`config.mk`:
```
export PLATFORM = sky130hd
export DESIGN_NAME = eee_qual
export DESIGN_NICKNAME = d
export VERILOG_FILES = /design/src/rtl/eee_qual_pkg.sv /design/src/rtl/eee_rst_sync.sv /design/src/rtl/eee_link_timer.sv /design/src/rtl/eee_port_rule.sv /design/src/rtl/eee_qual.sv
export SDC_FILE = /design/constraint.sdc
export NUM_CORES = 1
export LEC_CHECK = 0
export CORE_ASPECT_RATIO = 1.75
export CORE_MARGIN = 4
export CORE_UTILIZATION = 54
export CTS_CLUSTER_DIAMETER = 120
export CTS_CLUSTER_SIZE = 8
export DETAILED_ROUTE_END_ITERATION = 10
export PLACE_DENSITY = 0.88
export SLEW_MARGIN = 30
export SYNTH_ARGS = -nofsm -noshare
export SYNTH_HDL_FRONTEND = slang
export SYNTH_SLANG_ARGS = --single-unit
```
`constraint.sdc`:
```
create_clock -name clk -period 2.9 [get_ports clk]
set_input_delay 0.58 -clock clk [delete_from_list [all_inputs] [get_ports clk]]
set_output_delay 0.58 -clock clk [all_outputs]
set_load 0.01 [all_outputs]
```
`src/rtl/eee_qual_pkg.sv`:
```
package eee_qual_pkg;

  typedef enum logic [2:0] {
    MODE_INT_PHY  = 3'd0,
    MODE_MII_MAC  = 3'd1,
    MODE_MII_PHY  = 3'd2,
    MODE_RMII_MAC = 3'd3,
    MODE_RMII_PHY = 3'd4
  } port_mode_e;

  typedef enum logic [1:0] {
    RULE_VPHY_MAC = 2'd0,
    RULE_INT_ONLY = 2'd1,
    RULE_GENERAL  = 2'd2
  } rule_e;

  typedef struct packed {
    logic [2:0] mode;
    logic       spd100;
    logic       fdx;
    logic       link;
    logic       lcl_eee;
    logic       lp_eee;
  } port_status_t;

  localparam int unsigned NUM_PORTS = 3;

  function automatic rule_e rule_for(input int unsigned port);
    rule_e r;
    case (port)
      0:       r = RULE_VPHY_MAC;
      1:       r = RULE_INT_ONLY;
      default: r = RULE_GENERAL;
    endcase
    return r;
  endfunction

endpackage

```
`src/rtl/eee_rst_sync.sv`:
```
module eee_rst_sync #(
  parameter int unsigned STAGES = 2
) (
  input  logic clk,
  input  logic rst_n,
  output logic rst_n_sync
);

  logic [STAGES-1:0] sync_q;
  logic [STAGES-1:0] sync_d;

  always_comb begin
    sync_d = {sync_q[STAGES-2:0], 1'b1};
  end

  always_ff @(posedge clk or negedge rst_n) begin
    if (!rst_n) begin
      sync_q <= '0;
    end else begin
      sync_q <= sync_d;
    end
  end

  assign rst_n_sync = sync_q[STAGES-1];

endmodule

```
`src/rtl/eee_link_timer.sv`:
```
module eee_link_timer #(
  parameter int unsigned TICK_LIMIT = 1000
) (
  input  logic clk,
  input  logic rst_n,
  input  logic tick,
  input  logic link_up,
  output logic stable
);

  localparam int unsigned CNT_W = $clog2(TICK_LIMIT + 1);
  localparam logic [CNT_W-1:0] LIMIT = CNT_W'(TICK_LIMIT);

  logic [CNT_W-1:0] cnt_q;
  logic [CNT_W-1:0] cnt_d;
  logic             cnt_en;

  always_comb begin
    cnt_d  = cnt_q;
    cnt_en = 1'b0;
    if (!link_up) begin
      cnt_d  = '0;
      cnt_en = (cnt_q != '0);
    end else if (tick && (cnt_q != LIMIT)) begin
      cnt_d  = cnt_q + 1'b1;
      cnt_en = 1'b1;
    end
  end

  always_ff @(posedge clk or negedge rst_n) begin
    if (!rst_n) begin
      cnt_q <= '0;
    end else if (cnt_en) begin
      cnt_q <= cnt_d;
    end
  end

  assign stable = link_up && (cnt_q == LIMIT);

endmodule

```
`src/rtl/eee_port_rule.sv`:
```
module eee_port_rule
  import eee_qual_pkg::*;
#(
  parameter rule_e RULE = RULE_GENERAL
) (
  input  port_status_t st,
  input  logic         link_stable,
  output logic         rule_ok
);

  logic mode_ok;
  logic phy_ok;

  generate
    if (RULE == RULE_VPHY_MAC) begin : g_vphy
      assign mode_ok = (st.mode == MODE_MII_MAC);
    end else if (RULE == RULE_INT_ONLY) begin : g_int
      assign mode_ok = (st.mode == MODE_INT_PHY);
    end else begin : g_gen
      assign mode_ok = (st.mode == MODE_INT_PHY) || (st.mode == MODE_MII_MAC);
    end
  endgenerate

  assign phy_ok = st.spd100 && st.lcl_eee && st.lp_eee && st.link && link_stable;

  assign rule_ok = mode_ok && st.fdx && ((RULE == RULE_VPHY_MAC) ? 1'b1 : phy_ok);

endmodule

```
`src/rtl/eee_qual.sv`:
```
module eee_qual
  import eee_qual_pkg::*;
#(
  parameter int unsigned TICK_LIMIT = 1000
) (
  input  logic       clk,
  input  logic       rst_n,
  input  logic       tick_1khz,
  input  logic [2:0] sw_en,
  input  logic [2:0] p0_mode,
  input  logic       p0_vphy_fdx,
  input  logic [2:0] p1_mode,
  input  logic       p1_spd100,
  input  logic       p1_fdx,
  input  logic       p1_link,
  input  logic       p1_lcl_eee,
  input  logic       p1_lp_eee,
  input  logic [2:0] p2_mode,
  input  logic       p2_spd100,
  input  logic       p2_fdx,
  input  logic       p2_link,
  input  logic       p2_lcl_eee,
  input  logic       p2_lp_eee,
  output logic [2:0] eee_allowed
);

  logic                 rst_n_sync;
  port_status_t         st     [NUM_PORTS];
  logic [NUM_PORTS-1:0] stable;
  logic [NUM_PORTS-1:0] rule_ok;

  eee_rst_sync #(.STAGES(2)) u_rst (
    .clk       (clk),
    .rst_n     (rst_n),
    .rst_n_sync(rst_n_sync)
  );

  // Port 0 has no PHY-side status: those fields are tied to their passing level.
  assign st[0] = '{mode: p0_mode, spd100: 1'b1, fdx: p0_vphy_fdx,
                   link: 1'b1, lcl_eee: 1'b1, lp_eee: 1'b1};
  assign st[1] = '{mode: p1_mode, spd100: p1_spd100, fdx: p1_fdx,
                   link: p1_link, lcl_eee: p1_lcl_eee, lp_eee: p1_lp_eee};
  assign st[2] = '{mode: p2_mode, spd100: p2_spd100, fdx: p2_fdx,
                   link: p2_link, lcl_eee: p2_lcl_eee, lp_eee: p2_lp_eee};

  assign stable[0] = 1'b1;

  generate
    for (genvar p = 1; p < NUM_PORTS; p++) begin : g_timer
      eee_link_timer #(.TICK_LIMIT(TICK_LIMIT)) u_timer (
        .clk    (clk),
        .rst_n  (rst_n_sync),
        .tick   (tick_1khz),
        .link_up(st[p].link),
        .stable (stable[p])
      );
    end

    for (genvar p = 0; p < NUM_PORTS; p++) begin : g_rule
      eee_port_rule #(.RULE(rule_for(p))) u_rule (
        .st         (st[p]),
        .link_stable(stable[p]),
        .rule_ok    (rule_ok[p])
      );
    end
  endgenerate

  assign eee_allowed = rule_ok & sw_en & {NUM_PORTS{rst_n_sync}};

endmodule

```
==> results of run 1 <==
## critical path, stage by stage, from the launching register on
cell             delay (ns)
dfrtp_2                0.45
inv_1                  0.07
ha_1                   0.15
or3b_4                 0.41
nor3_4                 0.17
and3_1                 0.19
clkdlybuf4s50_1        0.53
## logic make-up (layout without fill, tap and decap cells)
kind of cell | Yosys count | after routing
AO/OA/AOI/OAI | 20 | 20
XOR/XNOR | 9 | 9
adder cells (fa/ha/maj) | 4 | 4
buffers and inverters | 9 | 41
flip-flops | 22 | 22
multiplexers | 1 | 1
other | 1 | 1
AND/OR/NAND/NOR | 72 | 72
## path summary, 6_finish.rpt
kind / cells past startpoint / endpoint / startpoint
max reg2reg: 6 / g_timer[1].u_timer.cnt_q[7] / g_timer[1].u_timer.cnt_q[0]
min reg2reg: 0 / g_timer[1].u_timer.cnt_q[8] / u_rst.sync_q[1]
max in group asynchronous: 1 / u_rst.sync_q[0] / rst_n
min in group clk: 0 / u_rst.sync_q[1] / u_rst.sync_q[0]
max: 6 / eee_allowed[2] / g_timer[2].u_timer.cnt_q[0]
min: 0 / g_timer[1].u_timer.cnt_q[8] / u_rst.sync_q[1]
## layout by cell type, fill, tap and decap left out, types with 3 or more instances in the layout
master / netlist / final
a21boi_0: 4 / 4
and2_1: 9 / 9
and3_1: 4 / 4
buf_4: 0 / 4
clkbuf_8: 0 / 3
clkdlybuf4s50_1: 0 / 26
dfrtp_1: 22 / 21
ha_1: 4 / 4
inv_1: 6 / 6
nand2_1: 13 / 13
nand3_1: 6 / 6
nand4_1: 13 / 13
nor3_1: 4 / 4
o21ai_0: 5 / 5
or3_1: 5 / 5
xnor2_1: 7 / 7
## sequential cells by signal (all words and copies together) (netlist names)
signal	flops
g_timer.u_timer.cnt_q	20
u_rst.sync_q	2
## report_power, final
group | internal (mW) | switching (mW)
combinational | 0.0991 | 0.0789
clock | 0.185 | 0.108
sequential | 0.327 | 0.0315
total | 0.611 | 0.218
## cell type report
cell class | count | share of cell area (%)
timing repair buffer | 31 | 17.3
sequential | 22 | 32.0
clock buffer | 3 | 2.39
tap | 25 | 1.81
inverter | 6 | 1.31
multi-input combinational | 107 | 43.4
clock inverter | 1 | 1.74
## Yosys cell counts (4+ instances only)
library cell	number
and3_1	4
inv_1	6
xnor2_1	7
dfrtp_1	22
ha_1	4
a21boi_0	4
or3_1	5
nand2_1	13
nand4_1	13
nand3_1	6
o21ai_0	5
nor3_1	4
and2_1	9
## layer usage
metal	wire length (µm)	GRT usage [%]
met1	1090	19.7
met4	84	12.4
met2	1800	42.5
met5	0	0
met3	137	3.92
## repair_timing
action                     in CTS  in global routing
gates resized for setup         2                  1
pin swaps                       0                  1
setup buffers                   0                  0
setup endpoints to repair       2                  1
hold buffers                    0                  0
==> results.py, run 1 <==
metrics = {
    "outcome": {
        "status": "complete, no violations",
    },
    "synth": {
        "ys_seq_area_share_pct": 41.2,
        "synth-edff-count": 0,
        "ys_top_cells_by_area": "dfrtp_1 41%, nand4_1 6.1%, xnor2_1 4.6%",
        "synth_cells": 138,
        "yosys_most_used_dff": "dfrtp_1",
        "synth_cell_types": 43,
        "synth-simple-area-share_pct": 33.6,
        "async_flop_share_pct": 100,
        "yosys.area.top_type": "dfrtp_1",
        "synthesis.area_um2": 1340,
        "synth_xor_area_share_pct": 5.90,
        "synth_mux_area_share_pct": 0.750,
        "avgSynthCellArea_um2": 9.67,
        "synthAdderAreaFrac_pct": 3.75,
        "synth_top_family_by_area": "simple AND/OR/NAND/NOR gates",
        "synthesis.nets": 168,
        "yosysWarnings": 0,
        "ys_ff_latch": 22,
        "synth_top_area_share_pct": 41.2,
        "synth_compound_area_share_pct": 11.4,
    },
    "clock_tree": {
        "clkSlewWorstSetupHoldPaths_ns": 0.08,
        "clock_latency_ns": 0.27,
        "clockBufferDepth": 2,
        "clockRootBuffer": "clkbuf_8",
        "htreeDepth": 1,
        "numCtsBuffers": 3,
        "cts_tree": "yes",
        "clkSinkCount": 22,
    },
    "layout": {
        "final.fill_count": 157,
        "synthToLayoutAreaGrowth_pct": 29.2,
        "final_cells": 195,
        "multi_input_area_um2": 749,
        "drive_gt1_share_pct": 11.8,
        "num_antenna_cells": 0,
        "final_core_util_pct": 74.0,
        "final_area_um2": 1730,
        "final_nets": 201,
        "regArea_um2": 552,
    },
    "worst_setup_path": {
        "crit_required_ns": 2.32,
        "cp-start-kind": "register",
        "critPathKind": "reg -> out",
        "worstPathMaxFanout": 6,
        "arrival_ns": 2.23,
        "r2r_setup_slack_ns": 1.17,
        "cp-end-kind": "primary output",
    },
    "timing": {
        "max_freq_mhz": 356,
        "rsz0062_at_grt": "no",
        "hold_viol_final": 0,
        "worstMarginPinSlew_ns": 0.540,
        "min_period_over_period_pct": 97.0,
        "setup_viol": 0,
        "slew_headroom_pct": 63.9,
        "fin_ws_ns": 0.0873,
        "drv_slew": 0,
        "fin_tns_setup_ns": 0,
        "clock_skew_ns": 0.00328,
        "period_minus_slack_ns": 2.81,
        "fin_hold_ws_ns": 0.102,
    },
    "placed_design": {
        "place_area_um2": 1650,
        "io_buffer_count": 27,
        "placed_cells": 191,
        "dp_slack_ns": -0.0984,
        "place_hpwl_um": 2390,
        "gp_congestion": 0.808,
    },
    "global_routing": {
        "gr-total-overflow": 0,
        "grt_pass1_vias": 1269,
        "grt_pass1_wl_um": 5400,
        "antenna_found_initial": 0,
        "grt_start_max_net_pins": 17,
        "grt.total_usage_pct": 22.0,
    },
    "flow_run": {
        "cap_violations": 0,
    },
    "detailed_routing": {
        "antenna_left": 0,
        "drt_first_pass_iters": 4,
        "wirelength_um": 3110,
        "vias_per_cell": 6.10,
        "drc": 0,
        "vias": 1190,
        "wl_per_cell_um": 16.0,
        "first_iter_violations": 26,
    },
    "worst_hold_path": {
        "hp-class": "reg -> async",
    },
    "floorplan": {
        "start_util_pct": 57.3,
        "die_h_um": 73.8,
        "io_pins": 29,
        "die_w_um": 45.6,
        "num_rows": 23,
        "core_area_um2": 2330,
        "fp.dieArea_um2": 3360,
    },
    "pwr": {
        "fin_total_pwr_uw": 829,
        "leakagePower_nw": 0.740,
        "power_density_nw_per_um2": 481,
        "ir_worst_vdd_mv": 0.287,
    },
}
Note: power is estimated with default switching activity, not from simulation.
==> run 2: changes to the inputs <==
--- a/config.mk
+++ b/config.mk
@@ -12,7 +12,7 @@
 export CTS_CLUSTER_SIZE = 8
 export DETAILED_ROUTE_END_ITERATION = 10
 export PLACE_DENSITY = 0.88
-export SLEW_MARGIN = 30
+export SLEW_MARGIN = 20
 export SYNTH_ARGS = -nofsm -noshare
 export SYNTH_HDL_FRONTEND = slang
 export SYNTH_SLANG_ARGS = --single-unit
==> results of run 2 <==
Same layout as run 1: the final DEF is identical, and so are final timing and power.
